**src/rtl/txstk_pkg.sv**
```systemverilog
package txstk_pkg;

  // Flag part of one stored entry; packed order matches status bits 6..2.
  typedef struct packed {
    logic intReq;
    logic jabber;
    logic underrun;
    logic maxColl;
    logic overflow;
  } statusEntry_t;

  // Strobes from control to datapath.
  typedef struct packed {
    logic push;
    logic markOvf;
  } stackStrobes_t;

endpackage

```
**src/rtl/txstk_ctrl.sv**
```systemverilog
module txstk_ctrl
  import txstk_pkg::*;
#(
  parameter int DEPTH = 4
) (
  input  logic                       clk,
  input  logic                       rstN,
  input  logic                       txReset,
  input  logic                       cmplValid,
  input  logic                       cmplFatal,
  input  logic                       hostWrite,
  input  logic                       fifoOverrun,
  output stackStrobes_t              strobes,
  output logic [$clog2(DEPTH)-1:0]   wrIdx,
  output logic [$clog2(DEPTH)-1:0]   rdIdx,
  output logic [$clog2(DEPTH)-1:0]   lastIdx,
  output logic                       notEmpty,
  output logic                       txDisabled,
  output logic                       adapterFail
);
  localparam int PTR_W = $clog2(DEPTH);
  localparam int CNT_W = $clog2(DEPTH + 1);
  localparam logic [PTR_W-1:0] LAST_SLOT = PTR_W'(DEPTH - 1);
  localparam logic [CNT_W-1:0] FULL_CNT  = CNT_W'(DEPTH);

  logic [CNT_W-1:0] countQ;
  logic [PTR_W-1:0] wrPtrQ, rdPtrQ;
  logic             lockQ, failQ;
  logic             popEn, pushEn, isFull;

  function automatic logic [PTR_W-1:0] bumpIdx(input logic [PTR_W-1:0] p);
    return (p == LAST_SLOT) ? '0 : p + 1'b1;
  endfunction

  assign isFull   = (countQ == FULL_CNT);
  assign notEmpty = (countQ != '0);
  assign popEn    = !txReset && hostWrite && notEmpty;
  assign pushEn   = !txReset && cmplValid && (!isFull || popEn);

  always_comb begin
    strobes.push    = pushEn;
    strobes.markOvf = !txReset && cmplValid && isFull && !popEn;
  end

  assign wrIdx   = wrPtrQ;
  assign rdIdx   = rdPtrQ;
  assign lastIdx = (wrPtrQ == '0) ? LAST_SLOT : wrPtrQ - 1'b1;

  always_ff @(posedge clk or negedge rstN) begin
    if (!rstN) begin
      countQ <= '0;
      wrPtrQ <= '0;
      rdPtrQ <= '0;
      lockQ  <= 1'b0;
      failQ  <= 1'b0;
    end else if (txReset) begin
      countQ <= '0;
      wrPtrQ <= '0;
      rdPtrQ <= '0;
      lockQ  <= 1'b0;
      failQ  <= 1'b0;
    end else begin
      if (pushEn) wrPtrQ <= bumpIdx(wrPtrQ);
      if (popEn)  rdPtrQ <= bumpIdx(rdPtrQ);
      if (pushEn && !popEn)      countQ <= countQ + 1'b1;
      else if (popEn && !pushEn) countQ <= countQ - 1'b1;
      if (cmplValid && cmplFatal) lockQ <= 1'b1;
      if (fifoOverrun)            failQ <= 1'b1;
    end
  end

  assign txDisabled  = lockQ || failQ;
  assign adapterFail = failQ;

  // the store never holds more than DEPTH entries
  a_r4_count_bound: assert property (@(posedge clk) disable iff (!rstN)
    countQ <= FULL_CNT);
  // a pop on an empty store changes nothing
  a_r3_pop_empty: assert property (@(posedge clk) disable iff (!rstN)
    (countQ == '0 && hostWrite && !cmplValid && !txReset) |=> countQ == '0);
  // push and pop on a full store keep it full
  a_r10_full_swap: assert property (@(posedge clk) disable iff (!rstN)
    (isFull && cmplValid && hostWrite && !txReset) |=> countQ == FULL_CNT);
  // transmit reset empties and unlocks
  a_r9_reset_clears: assert property (@(posedge clk) disable iff (!rstN)
    txReset |=> (countQ == '0 && !txDisabled && !adapterFail));
  // the lock holds until a transmit reset
  a_r7_lock_holds: assert property (@(posedge clk) disable iff (!rstN)
    (lockQ && !txReset) |=> lockQ);
  // a fatal completion locks the transmitter
  a_r7_lock_sets: assert property (@(posedge clk) disable iff (!rstN)
    (cmplValid && cmplFatal && !txReset) |=> txDisabled);
  // the failure holds until a transmit reset
  a_r8_fail_holds: assert property (@(posedge clk) disable iff (!rstN)
    (failQ && !txReset) |=> (failQ && txDisabled));

endmodule

```
**src/rtl/txstk_data.sv**
```systemverilog
module txstk_data
  import txstk_pkg::*;
#(
  parameter int DEPTH = 4
) (
  input  logic                     clk,
  input  logic                     rstN,
  input  stackStrobes_t            strobes,
  input  statusEntry_t             newEntry,
  input  logic [$clog2(DEPTH)-1:0] wrIdx,
  input  logic [$clog2(DEPTH)-1:0] rdIdx,
  input  logic [$clog2(DEPTH)-1:0] lastIdx,
  output statusEntry_t             headEntry
);
  localparam int PTR_W = $clog2(DEPTH);

  statusEntry_t slotQ [DEPTH];

  for (genvar i = 0; i < DEPTH; i++) begin : g_slot
    always_ff @(posedge clk or negedge rstN) begin
      if (!rstN) begin
        slotQ[i] <= '0;
      end else if (strobes.push && wrIdx == PTR_W'(i)) begin
        slotQ[i] <= newEntry;
      end else if (strobes.markOvf && lastIdx == PTR_W'(i)) begin
        slotQ[i].overflow <= 1'b1;
      end
    end
  end

  assign headEntry = slotQ[rdIdx];

  // a freshly written entry carries a clear overflow bit
  a_r2_fresh_clear: assert property (@(posedge clk) disable iff (!rstN)
    strobes.push |=> !slotQ[$past(wrIdx)].overflow);
  // a dropped event marks the newest entry
  a_r4_mark_newest: assert property (@(posedge clk) disable iff (!rstN)
    strobes.markOvf |=> slotQ[$past(lastIdx)].overflow);
  // push and mark are never requested together
  a_r4_strobe_excl: assert property (@(posedge clk) disable iff (!rstN)
    !(strobes.push && strobes.markOvf));

endmodule

```
**src/rtl/txstk_top.sv**
```systemverilog
module txstk_top
  import txstk_pkg::*;
#(
  parameter int DEPTH = 4
) (
  input  logic       clk,
  input  logic       rstN,
  input  logic       txReset,
  input  logic       cmplValid,
  input  logic       cmplIntReq,
  input  logic       cmplJabber,
  input  logic       cmplUnderrun,
  input  logic       cmplMaxColl,
  input  logic       fifoOverrun,
  input  logic       hostWrite,
  output logic [7:0] statusByte,
  output logic       txCompleteIrq,
  output logic       txDisabled,
  output logic       adapterFail
);
  localparam int PTR_W = $clog2(DEPTH);

  stackStrobes_t    strobes;
  statusEntry_t     newEntry, headEntry;
  logic [PTR_W-1:0] wrIdx, rdIdx, lastIdx;
  logic             notEmpty;

  always_comb begin
    newEntry.intReq   = cmplIntReq;
    newEntry.jabber   = cmplJabber;
    newEntry.underrun = cmplUnderrun;
    newEntry.maxColl  = cmplMaxColl;
    newEntry.overflow = 1'b0;
  end

  txstk_ctrl #(.DEPTH(DEPTH)) ctrl_i (
    .clk(clk), .rstN(rstN), .txReset(txReset),
    .cmplValid(cmplValid), .cmplFatal(cmplJabber | cmplUnderrun),
    .hostWrite(hostWrite), .fifoOverrun(fifoOverrun),
    .strobes(strobes), .wrIdx(wrIdx), .rdIdx(rdIdx), .lastIdx(lastIdx),
    .notEmpty(notEmpty), .txDisabled(txDisabled), .adapterFail(adapterFail)
  );

  txstk_data #(.DEPTH(DEPTH)) data_i (
    .clk(clk), .rstN(rstN), .strobes(strobes), .newEntry(newEntry),
    .wrIdx(wrIdx), .rdIdx(rdIdx), .lastIdx(lastIdx), .headEntry(headEntry)
  );

  assign statusByte    = notEmpty ? {1'b1, headEntry, 2'b00} : 8'h00;
  assign txCompleteIrq = notEmpty;

  // no pending entry means a zero status byte
  a_r5_empty_zero: assert property (@(posedge clk) disable iff (!rstN)
    !txCompleteIrq |-> statusByte == 8'h00);
  // the interrupt request goes with a set complete bit
  a_r6_irq_complete: assert property (@(posedge clk) disable iff (!rstN)
    txCompleteIrq |-> statusByte[7]);

endmodule

```
**config.mk**
```make
export PLATFORM = sky130hd
export DESIGN_NAME = txstk_top
export DESIGN_NICKNAME = d
export VERILOG_FILES = /design/src/rtl/txstk_pkg.sv /design/src/rtl/txstk_ctrl.sv /design/src/rtl/txstk_data.sv /design/src/rtl/txstk_top.sv
export SDC_FILE = /design/constraint.sdc
export NUM_CORES = 1
export LEC_CHECK = 0
export BUFFER_PORTS_ARGS = -buffer_cell sky130_fd_sc_hd__buf_2
export CAP_MARGIN = 30
export CELL_PAD_IN_SITES_DETAIL_PLACEMENT = 1
export CELL_PAD_IN_SITES_GLOBAL_PLACEMENT = 2
export CORE_MARGIN = 5
export CORE_UTILIZATION = 41
export DETAILED_ROUTE_END_ITERATION = 7
export GPL_ROUTABILITY_DRIVEN = 0
export GPL_TIMING_DRIVEN = 0
export PLACE_DENSITY = 0.94
export REMOVE_ABC_BUFFERS = 1
export SYNTH_ARGS = -nofsm -noshare
export SYNTH_HDL_FRONTEND = slang
export SYNTH_HIERARCHICAL = 1
export SYNTH_SLANG_ARGS = --single-unit
```
**constraint.sdc**
```tcl
create_clock -name clk -period 6.6 [get_ports clk]
set_input_delay 0.99 -clock clk [delete_from_list [all_inputs] [get_ports clk]]
set_output_delay 0.99 -clock clk [all_outputs]
set_load 0.01 [all_outputs]
```
Yosys cells after proc, flatten, opt, wreduce, memory -nomap -nowiden
Cells that the tools add are included.
{"block": "classes", "add_sub_neg": 5, "n_lt_le_gt_ge": 1, "n_eq_ne": 8, "mux": 26, "bitwise_logic": 2, "n_reduce_logical": 35}
{"cell": "logical AND 1 bit", "count": 17}
{"cell": "nonzero test 2 bit", "count": 8}
{"cell": "2-to-1 mux 2 bit", "count": 7}
{"cell": "2-to-1 mux 1 bit", "count": 12}
{"cell": "binary-select mux 5 bit (select 2 bit)", "count": 1}
{"cell": "== test 2 bit (second input constant)", "count": 5}
{"cell": "2-to-1 mux 5 bit", "count": 2}
{"cell": "2-to-1 mux 3 bit", "count": 3}
{"cell": "2-to-1 mux 8 bit", "count": 1}
{"cell": "nonzero test 3 bit", "count": 2}
{"cell": "adder 2 x 1 -> 2 bit (second input constant)", "count": 2}
{"cell": "== test 2 x 1 -> 1 bit (second input constant)", "count": 2}
{"cell": "logical NOT 1 bit", "count": 4}
{"cell": "logical NOT 2 bit", "count": 2}
{"cell": "adder 3 x 1 -> 3 bit (second input constant)", "count": 1}
{"cell": "== test 3 bit (second input constant)", "count": 1}
{"cell": ">= comparator 3 bit (second input constant)", "count": 1}
{"cell": "inverter 2 -> 3 bit", "count": 1}
{"cell": "subtractor 3 x 1 -> 3 bit (second input constant)", "count": 1}
{"cell": "logical OR 1 bit", "count": 2}
{"cell": "subtractor 2 x 1 -> 2 bit (second input constant)", "count": 1}
{"cell": "bitwise OR 1 bit", "count": 1}
{"block": "word_totals", "register_bits": 29, "out_inout_bits": 11, "wordCells": 102}

Longest topological paths before layout
Gate-level depths: netlist of run 1.
{"block": "depth", "depth_word": 10, "mapped_depth": 8, "mapped_depth_nobuf": 7}

By module
The synthesis of run 1 kept the hierarchy.
{"mod": "txstk_data", "n_inst": 1, "cells_each": 60, "area_each_um2": 943.4}
{"mod": "txstk_ctrl", "n_inst": 1, "cells_each": 68, "area_each_um2": 643.1}
{"mod": "txstk_top", "n_inst": 1, "cells_each": 10, "area_each_um2": 63.8}

Worst setup path after synthesis of run 1
OpenSTA, ideal clock, no wires.
{"block": "synth_timing", "path_kind": "in2reg", "startpoint": "in hostWrite", "endpoint": "reg ctrl_i.countQ[1]", "setup_time_ps": 104, "arrival_ps": 2662, "setup_slack_ps": 3834, "path_stages": 8, "n_path_buf": 1, "cell_sequence": "buf_2 > nor4b_1 > nor2_1 > o21a_1 > fa_1 > o21ba_2 > o211ai_1 > a221oi_1"}
{"block": "synth_between", "elab_chain_cells": 7, "elab_cells_between_ends": 11, "cone_classes": "2 x mux; 9 x reduce/logical"}
{"element": "start, declared", "line_no": "txstk_top.sv:15", "source": "input logic hostWrite,"}
{"element": "logical AND 1 bit * (2 in a row)", "line_no": "txstk_ctrl.sv:37", "source": "assign popEn = !txReset && hostWrite && notEmpty;"}
{"element": "logical OR 1 bit *", "line_no": "txstk_ctrl.sv:38", "source": "assign pushEn = !txReset && cmplValid && (!isFull || popEn);"}
{"element": "logical AND 1 bit *", "line_no": "txstk_ctrl.sv:38"}
{"element": "via ctrl_i.pushEn", "line_no": "txstk_ctrl.sv:29", "source": "logic popEn, pushEn, isFull;"}
{"element": "logical AND 1 bit or logical NOT 1 bit (tied branches)", "line_no": "txstk_ctrl.sv:65, txstk_ctrl.sv:66"}
{"element": "2-to-1 mux 3 bit or logical AND 1 bit (tied branches)", "line_no": "txstk_ctrl.sv:65, txstk_ctrl.sv:66"}
{"element": "2-to-1 mux 3 bit or nonzero test 3 bit (tied branches)"}
{"element": "end signal, assigned", "line_no": "txstk_ctrl.sv:65", "source": "if (pushEn && !popEn) countQ <= countQ + 1'b1;"}
{"element": "end signal, assigned", "line_no": "txstk_ctrl.sv:66", "source": "else if (popEn && !pushEn) countQ <= countQ - 1'b1;"}
{"element": "end, declared", "line_no": "txstk_ctrl.sv:26", "source": "logic [CNT_W-1:0] countQ;"}
The timed path passes the listed nets; every way through them passes the cells marked *.
A chain may end at the register's enable or synchronous reset.

==> results of run 1 <==
[logic make-up (layout without fill, tap and decap cells)]
logic type,after synthesis,after routing
adders and majority gates,2,2
AOI/OAI and AO/OA,22,22
and+or+nand+nor,38,38
xor gates and xnor gates,4,4
muxes,22,22
other,1,6
DFF,29,29
buffers and inverters,20,35
[state kept, by name, indices dropped and copies added (netlist names)]
name                count
data_i/slotQ           20
ctrl_i/countQ           3
ctrl_i/rdIdx            2
ctrl_i/wrIdx            2
ctrl_i/adapterFail      1
ctrl_i/lockQ            1
[through the flow]
stage / worst slack (ns) / std cells / util / area, um^2 / power [uW]
after global routing: 3.37 / 208 / 0.465 / 1830 / 655
after floorplan: 3.77 / 132 / - / 1580 / 390
final: 3.47 / 208 / 0.465 / 1830 / 613
after detailed placement: 3.22 / 200 / 0.439 / 1730 / 459
after CTS: 3.51 / 208 / 0.465 / 1830 / 622
after global placement: 3.31 / 200 / 0.439 / 1730 / 440
[per-layer routing]
layer  up-vias  global-route usage  share of wire  wire (um)
met2        26               0.238           0.52       1870
li1        524                   -              -          -
met3         4              0.0479          0.048        173
met1       598               0.177           0.42       1510
met5         -                   0              0          0
met4         0              0.0483         0.0056         20
[final timing paths]
path                                        from                to
worst max-delay path                   cmplValid  ctrl_i/countQ[1]
worst min-delay path             data_i/slotQ[9]   data_i/slotQ[9]
worst max register to register  ctrl_i/countQ[2]  ctrl_i/countQ[1]
worst min register to register   data_i/slotQ[9]   data_i/slotQ[9]
max in group asynchronous                   rstN   ctrl_i/rdIdx[0]
min in group asynchronous                   rstN   data_i/slotQ[0]
[layout make-up]
cell class              count  area (um^2)  area share
clock buffers               7         96.3      0.0526
clock inverters             1         5.00     0.00273
inverters                   9         33.8      0.0184
multi-input cells          94          818       0.447
flip-flops and latches     29          726       0.396
well taps                  50         62.6      0.0342
repair buffers             18         90.1      0.0492
[synthesized netlist by cell type, types with 2 or more instances]
| cell | instances | area [um^2] |
|---|---|---|
| a21oi_1 | 2 | 10.0 |
| and4bb_2 | 2 | 25.0 |
| mux4_2 | 5 | 113 |
| xor2_1 | 4 | 35.0 |
| mux2_2 | 16 | 180 |
| clkbuf_8 | 2 | 27.5 |
| and2_1 | 5 | 31.3 |
| nor4b_1 | 2 | 17.5 |
| inv_1 | 9 | 33.8 |
| a31oi_1 | 5 | 31.3 |
| nand3b_1 | 5 | 37.5 |
| nor2_1 | 9 | 33.8 |
| nand2b_1 | 2 | 12.5 |
| o211ai_1 | 2 | 15.0 |
| nand3_1 | 3 | 15.0 |
| buf_4 | 5 | 37.5 |
| o21ai_0 | 2 | 10.0 |
| buf_2 | 3 | 15.0 |
| dfrtp_1 | 29 | 726 |
[worst reg2reg max path: stages (launching register included)]
cell and delay [ns]:
dfrtp_1 0.52, nor4b_1 0.22, nor2_1 0.46, o21a_1 0.22
fa_1 0.43, o21ba_2 0.25, o211ai_1 0.08, a221oi_1 0.31
[power breakdown]
group / switching (uW) / internal, uW / leakage, uW
clock: 65.3 / 94.0 / 0.0000542
sequential: 45.0 / 227 / 0.000363
combinational: 79.0 / 103 / 0.000400
==> results.json, run 1 <==
{
  "path_depth": 8,
  "max_slew_margin": 0.568,
  "drv_slew": 0,
  "arrival_ns": 3.30,
  "die_y_um": 73.4,
  "synth_compound_area_frac": 0.0993,
  "synth-async-reset-ratio": 1.00,
  "cts_tree": "done",
  "worstSetupPathType": "primary input to flop",
  "fill_cells": 453,
  "fin_crit_ns": 3.13,
  "yosysWarnings": 6,
  "synth_edf_count": 0,
  "cts_sinks": 29,
  "tns_ns": 0,
  "holdPathStages": 1,
  "max-vdd-ir-drop_mv": 0.0891,
  "slowest_delay_ns": 0.43,
  "dr.first_iter.drc_count": 41,
  "cts-root-buf": "clkbuf_8",
  "numCtsBuffers": 5,
  "status": "completed",
  "routed-via-count": 1152,
  "powerDensity_mw_per_mm2": 335,
  "io_pins": 21,
  "portBuffers": 18,
  "path_cells": "buf_2 > or2b_2 > nor2_1 > o21a_1 > fa_1 > o21ba_2 > o211ai_1 > a221oi_1",
  "mostFrequentLayoutCell": "dfrtp_1",
  "whs_ns": 0.505,
  "core_mm2": 0.00394,
  "crit_family": "compound AO/OA/AOI/OAI gates",
  "routed_wirelength_um": 3570,
  "synth.yosys.seq_area_share": 0.440,
  "post_cts_buffers": 0,
  "path_clk_slew_ns": 0.06,
  "rows": 23,
  "grt_util_all_layers": 0.145,
  "synth_seq_cells": 29,
  "fin_skew_ns": 0.00377,
  "rrSetupSlack_ns": 4.00,
  "grt_pass1_vias": 1190,
  "htreeDepth": 2,
  "rsz0062_at_grt": "no",
  "finalCritPeriodShare": 0.474,
  "drt-pass1-iter-count": 4,
  "area_delta_synth_final_pct": 11.0,
  "setup_viol": 0,
  "hold_path.class": "flop to flop",
  "drc": 0,
  "synthDistinctLibCells": 45,
  "worstPathRequired_ns": 6.77,
  "max_freq_mhz": 320,
  "crit_path_top_delay_cell": "nor2_1",
  "avgViaCountPerCell": 5.54,
  "synth_xor_area_frac": 0.0212,
  "hpwl_um": 2520,
  "cts.path.max_buffers": 2,
  "cts_resized": 0,
  "die_x_um": 73.4,
  "grt_max_degree": 30,
  "worstPathMaxFanout": 13,
  "synth_top_family_by_area": "multiplexers",
  "power.leakage_uw": 0.000817,
  "synthCells": 138,
  "synth_ff_type": "dfrtp_1",
  "hold_viol": 0,
  "antenna_found_initial": 0,
  "syn_avg_cell_area_um2": 12.0,
  "layout_common_cells": "29 x dfrtp_1, 18 x buf_2, 16 x mux2_2",
  "drive_above_1_share": 0.361,
  "die-area_mm2": 0.00539,
  "cp-end-kind": "flop",
  "worst_pin_slew_ns": 0.647,
  "synthMuxAreaShare": 0.183,
  "antenna_left": 0,
  "grt_pass1_wl_um": 5800,
  "start_util": 0.419,
  "critPathBufInv": 1,
  "synth_area_mm2": 0.00165,
  "synth-simple-area-share": 0.158,
  "cp-start-kind": "primary input",
  "synth_adder_area_share": 0.0197,
  "layout.nets": 169,
  "grt_overflow_total": 0,
  "clock_latency_ns": 0.28,
  "wl_per_cell_um": 17.2,
  "cap_violations": 0,
  "reg2regPathDepth": 7,
  "diodes": 0,
  "cts_hold_buf": 0
}
Note: power is estimated with default switching activity, not from simulation.
==> run 2, diff against run 1 <==
ABC_AREA = 1   (was not set)
CORE_UTILIZATION = 33   (was 41)
PLACE_DENSITY = 0.89   (was 0.94)
clock period = 3.2 ns   (was 6.6 ns; I/O delays follow)
==> run 2 against run 1 <==
  * Sequential cell count stayed put
  * Die area is 27% higher
  * Combinational power grew to 2.9 times the previous value
  * Cell area is 5.9% higher
  * Register-to-register slack worse by 2.6 ns
  * Clock-buffer cell count is 2 lower
  * Largest cell class unchanged
  * Core utilization is 8.5 points lower
  * Setup slack worse by 2.4 ns
  * Critical path depth is 2 lower
  * Sequential power is 130% higher
  * Synthesized area is 5.5% higher
  * Wire length is 7.0% higher
==> results.json, run 2 <==
{
  "max_freq_mhz": 481,
  "rsz0062_at_grt": "no",
  "worstSetupPathType": "flop to output port",
  "grt_overflow_total": 0,
  "grt_util_all_layers": 0.132,
  "setup_viol": 0,
  "synth_edf_count": 0,
  "die-area_mm2": 0.00683,
  "synth_area_mm2": 0.00174,
  "cts.path.max_buffers": 2,
  "routed-via-count": 1432,
  "arrival_ns": 1.60,
  "fin_crit_ns": 2.08,
  "die_x_um": 82.7,
  "synth.yosys.seq_area_share": 0.417,
  "synthDistinctLibCells": 25,
  "cts-root-buf": "clkbuf_8",
  "hold_viol": 0,
  "reg2regPathDepth": 7,
  "drive_above_1_share": 0.199,
  "post-route-cell-area_mm2": 0.00194,
  "numCtsBuffers": 5,
  "hpwl_um": 2940,
  "fin_skew_ns": 0.00535,
  "syn_avg_cell_area_um2": 7.67,
  "synth-async-reset-ratio": 1.00,
  "regMostFlops": "data_i/slotQ",
  "cp-end-kind": "output port",
  "grt_max_degree": 30,
  "top_regs": "data_i/slotQ: 20 flops, ctrl_i/countQ: 3 flops",
  "io_pins": 21,
  "avgViaCountPerCell": 4.53,
  "worst_pin_slew_ns": 0.675,
  "layout_common_cells": "72 x nand2_1, 39 x inv_1, 29 x dfrtp_1",
  "wl_per_cell_um": 12.1,
  "tns_ns": 0,
  "diodes": 0,
  "portBuffers": 18,
  "die_y_um": 82.7,
  "drc": 0,
  "power.leakage_uw": 0.00104,
  "dr.first_iter.drc_count": 40,
  "htreeDepth": 2,
  "grt_pass1_wl_um": 6820,
  "synth_top_area_share": 0.417,
  "synth.area.top_cells": "dfrtp_1 42%, nand2_1 16%, inv_1 8.4%",
  "cp-start-kind": "flop",
  "max_slew_margin": 0.550,
  "whs_ns": 0.233,
  "status": "completed",
  "start_util": 0.341,
  "area_delta_synth_final_pct": 11.4,
  "synthCells": 227,
  "mostFrequentLayoutCell": "nand2_1",
  "cts_resized": 0,
  "drv_slew": 0,
  "largest_reg_flops": 20,
  "stdcell_count": 316,
  "synth_seq_cells": 29,
  "synth_ff_type": "dfrtp_1",
  "place_area_mm2": 0.00185,
  "r2r-end": "data_i/slotQ[15]",
  "cts_hold_buf": 0,
  "synthTopCellsByCount": "72 x nand2_1, 39 x inv_1, 29 x dfrtp_1, 17 x o21ai_1, 11 x nand3_1",
  "rows": 26,
  "drt-pass1-iter-count": 5,
  "finalCritPeriodShare": 0.649,
  "cts_sinks": 29,
  "total_power_uw": 1450,
  "worstPathRequired_ns": 2.72,
  "hold_path.class": "primary input to asynchronous set/reset pin",
  "routed_wirelength_um": 3820,
  "worstPathMaxFanout": 22,
  "cp-endpoint": "statusByte[5]",
  "core_mm2": 0.00511,
  "synth_top_area_cell": "dfrtp_1",
  "layout.nets": 257,
  "antenna_found_initial": 0,
  "synth.most_common_cell": "nand2_1",
  "cp-startpoint": "ctrl_i/rdIdx[0]",
  "max-vdd-ir-drop_mv": 0.217,
  "rrSetupSlack_ns": 1.38,
  "dp.cells": 308,
  "cap_violations": 0,
  "powerDensity_mw_per_mm2": 747,
  "clock_latency_ns": 0.28,
  "cts_tree": "done",
  "post_cts_buffers": 0,
  "path_clk_slew_ns": 0.07,
  "r2r-start": "ctrl_i/wrIdx[0]",
  "yosysWarnings": 6,
  "antenna_left": 0,
  "grt_pass1_vias": 1531
}
run 2: cell count changes in the layout (fill, tap and decap cells not counted), moves of 8 or more:
cell and change:
o211ai_1 +8, nand2_1 +71, nand3_1 +8, mux2_2 -16, inv_1 +30, o21ai_1 +17
run 2: worst min path at each step:
stage | start | to | slack (ns) | depth (start not counted)
detailed placement | ctrl_i/lockQ | ctrl_i/lockQ | 0.47 | 2
global route | rstN | data_i/slotQ[13] | 0.29 | 1
floorplan | rstN | ctrl_i/adapterFail | 0.18 | 0
finish | rstN | ctrl_i/lockQ | 0.23 | 1
CTS | rstN | data_i/slotQ[13] | 0.25 | 1
global placement | ctrl_i/lockQ | ctrl_i/lockQ | 0.46 | 2
run 2: cell type report:
| type | count | area [um^2] |
|---|---|---|
| fillers | 668 | 3170 |
| multi-input cells | 147 | 785 |
| flip-flops and latches | 29 | 726 |
| inverters | 44 | 165 |
| repair buffers | 18 | 90.1 |
| well taps | 70 | 87.6 |
| clock buffers | 5 | 68.8 |
| clock inverters | 3 | 17.5 |
run 2: kinds of logic after synthesis:
kind of cell,after synthesis,share of synthesized area
DFF,29,0.417
AOI/OAI and AO/OA,33,0.111
other,1,0.00215
buffers and inverters,53,0.137
and+or+nand+nor,109,0.315
adders and majority gates,2,0.0187
run 2: critical path, stage by stage (launching register included):
cell and delay [ns]:
dfrtp_1 0.76, nand2_1 0.12, o211ai_1 0.11, nand2_1 0.09, nand2_1 0.07, inv_1 0.04, buf_2 0.13
run 2: layer usage:
metal	GRT usage	wire length, um	vias to the layer above
li1	-	-	730
met1	0.148	1700	674
met2	0.241	1910	24
met3	0.0304	153	4
met4	0.0490	58	0
met5	0	0	-
run 2: power by group:
part           switching [uW]  total [uW]  internal (uW)
Clock                     142         291            150
Combinational             318         536            218
Sequential                121         622            501
run 2: through the flow:
stage | utilization | worst slack [ns]
after floorplan | - | 1.55
after global placement | 0.363 | 1.26
after detailed placement | 0.363 | 1.22
after CTS | 0.380 | 1.06
after global routing | 0.380 | 0.959
final | 0.380 | 1.12
==> run 3, diff against run 2 <==
clock period = 1.96 ns   (was 3.2 ns; I/O delays follow)
==> run 3 against run 2 <==
  * Sequential power rose by 64%
  * Die area unchanged
  * Register-to-register slack lost 1.1 ns
  * First-iteration DRC count stayed put
  * Largest cell class unchanged
  * Clock-buffer cell count unchanged
  * Wire length unchanged
  * Cell area is 0.19% higher
  * Clock power rose by 64%
  * Total power grew 63%
  * Critical path depth up 1
  * Combinational power increased by 63%
==> results.json, run 3 (same netlist as run 2, synthesis figures left out) <==
{
  "finalCritPeriodShare": 0.876,
  "drt-pass1-iter-count": 5,
  "fin_skew_ns": 0.00535,
  "avgViaCountPerCell": 4.53,
  "largest_reg_flops": 20,
  "power.leakage_uw": 0.00103,
  "die-area_mm2": 0.00683,
  "path_depth": 7,
  "diodes": 0,
  "io_pins": 21,
  "cts_sinks": 29,
  "max_freq_mhz": 582,
  "post_cts_buffers": 0,
  "grt_pass1_vias": 1531,
  "hpwl_um": 2940,
  "rows": 26,
  "hold_viol": 0,
  "start_util": 0.341,
  "dr.first_iter.drc_count": 40,
  "worstPathMaxFanout": 8,
  "portBuffers": 18,
  "routed_wirelength_um": 3820,
  "path_clk_slew_ns": 0.07,
  "area_delta_synth_final_pct": 11.6,
  "status": "completed",
  "fin_crit_ns": 1.72,
  "crit_path_top_delay_cell": "dfrtp_1",
  "cap_violations": 0,
  "cp-end-kind": "flop",
  "worst_pin_slew_ns": 0.675,
  "worstPathRequired_ns": 2.17,
  "max-vdd-ir-drop_mv": 0.355,
  "setup_slack_ns": 0.242,
  "clock_latency_ns": 0.28,
  "layout.nets": 257,
  "setup_viol": 0,
  "htreeDepth": 2,
  "rsz0062_at_grt": "no",
  "drive_above_1_share": 0.211,
  "dp_slack_ns": 0.132,
  "grt_max_degree": 30,
  "die_x_um": 82.7,
  "grt_util_all_layers": 0.132,
  "cts.path.max_buffers": 2,
  "cts_tree": "done",
  "critPathBufInv": 1,
  "drc": 0,
  "powerDensity_mw_per_mm2": 1220,
  "tns_ns": 0,
  "top_regs": "data_i/slotQ: 20 flops, ctrl_i/countQ: 3 flops",
  "max_slew_margin": 0.550,
  "grt_pass1_wl_um": 6820,
  "numCtsBuffers": 5,
  "grt_overflow_total": 0,
  "routed-via-count": 1432,
  "wl_per_cell_um": 12.1,
  "path_cells": "nor2_2 > nand2_2 > nand2_4 > nand3_4 > inv_1 > fa_1 > o22ai_1",
  "cp-startpoint": "ctrl_i/countQ[0]",
  "regMostFlops": "data_i/slotQ",
  "crit_family": "simple AND/OR/NAND/NOR gates",
  "slowest_delay_ns": 0.42,
  "mostFrequentLayoutCell": "nand2_1",
  "reg2regPathDepth": 7,
  "worstSetupPathType": "flop to flop",
  "cts-root-buf": "clkbuf_8",
  "core_mm2": 0.00511,
  "antenna_found_initial": 0,
  "die_y_um": 82.7,
  "layout_common_cells": "72 x nand2_1, 39 x inv_1, 26 x dfrtp_1",
  "arrival_ns": 1.92,
  "hold_path.class": "primary input to asynchronous set/reset pin",
  "cp-start-kind": "flop",
  "drv_slew": 0,
  "r2r-start": "ctrl_i/countQ[0]",
  "antenna_left": 0,
  "rrSetupSlack_ns": 0.24
}
## run 3: cell counts in the layout (fill, tap and decap cells not counted)
No cell type changed its count.
## run 3: where the power goes
part / internal, uW / switching (uW)
Clock: 244 / 231
Combinational: 355 / 519
Sequential: 821 / 197
## run 3: final cells by class
| type | count | area, um^2 |
|---|---|---|
| inverter | 44 | 165 |
| fill | 670 | 3160 |
| sequential | 29 | 729 |
| timing repair buffer | 18 | 90.1 |
| multi-input combinational | 147 | 785 |
| clock buffer | 5 | 68.8 |
| tap | 70 | 87.6 |
| clock inverter | 3 | 17.5 |
## run 3: metrics by stage
| stage | cells | total power [uW] | utilization | hold WS [ns] | cell area [um^2] |
|---|---|---|---|---|---|
| global route | 316 | 2610 | 0.380 | 0.108 | 1940 |
| CTS | 316 | 2420 | 0.380 | 0.0644 | 1940 |
| finish | 316 | 2370 | 0.380 | 0.0470 | 1940 |
| global placement | 308 | 1880 | 0.363 | 0.369 | 1850 |
| floorplan | 220 | 1630 | - | -0.00159 | 1680 |
| detailed placement | 308 | 1930 | 0.363 | 0.373 | 1850 |
## run 3: routing by layer
layer / track usage / vias up / wire length (um)
li1: - / 730 / -
met1: 0.148 / 674 / 1700
met2: 0.241 / 24 / 1910
met3: 0.0304 / 4 / 153
met4: 0.0490 / 0 / 58
met5: 0 / - / 0
## run 3: repair_timing
item                                    4_1_cts  5_1_grt
hold buffers                                  0        0
gates resized for setup                       0        3
endpoints found under the setup margin        0        6
## run 3: path summary, 6_finish.rpt
kind                                 endpoint
max reg2reg                  ctrl_i/countQ[1]
min                              ctrl_i/lockQ
max in group asynchronous     ctrl_i/wrIdx[1]
max                          ctrl_i/countQ[1]
min in group clk           ctrl_i/adapterFail
min reg2reg                      ctrl_i/lockQ
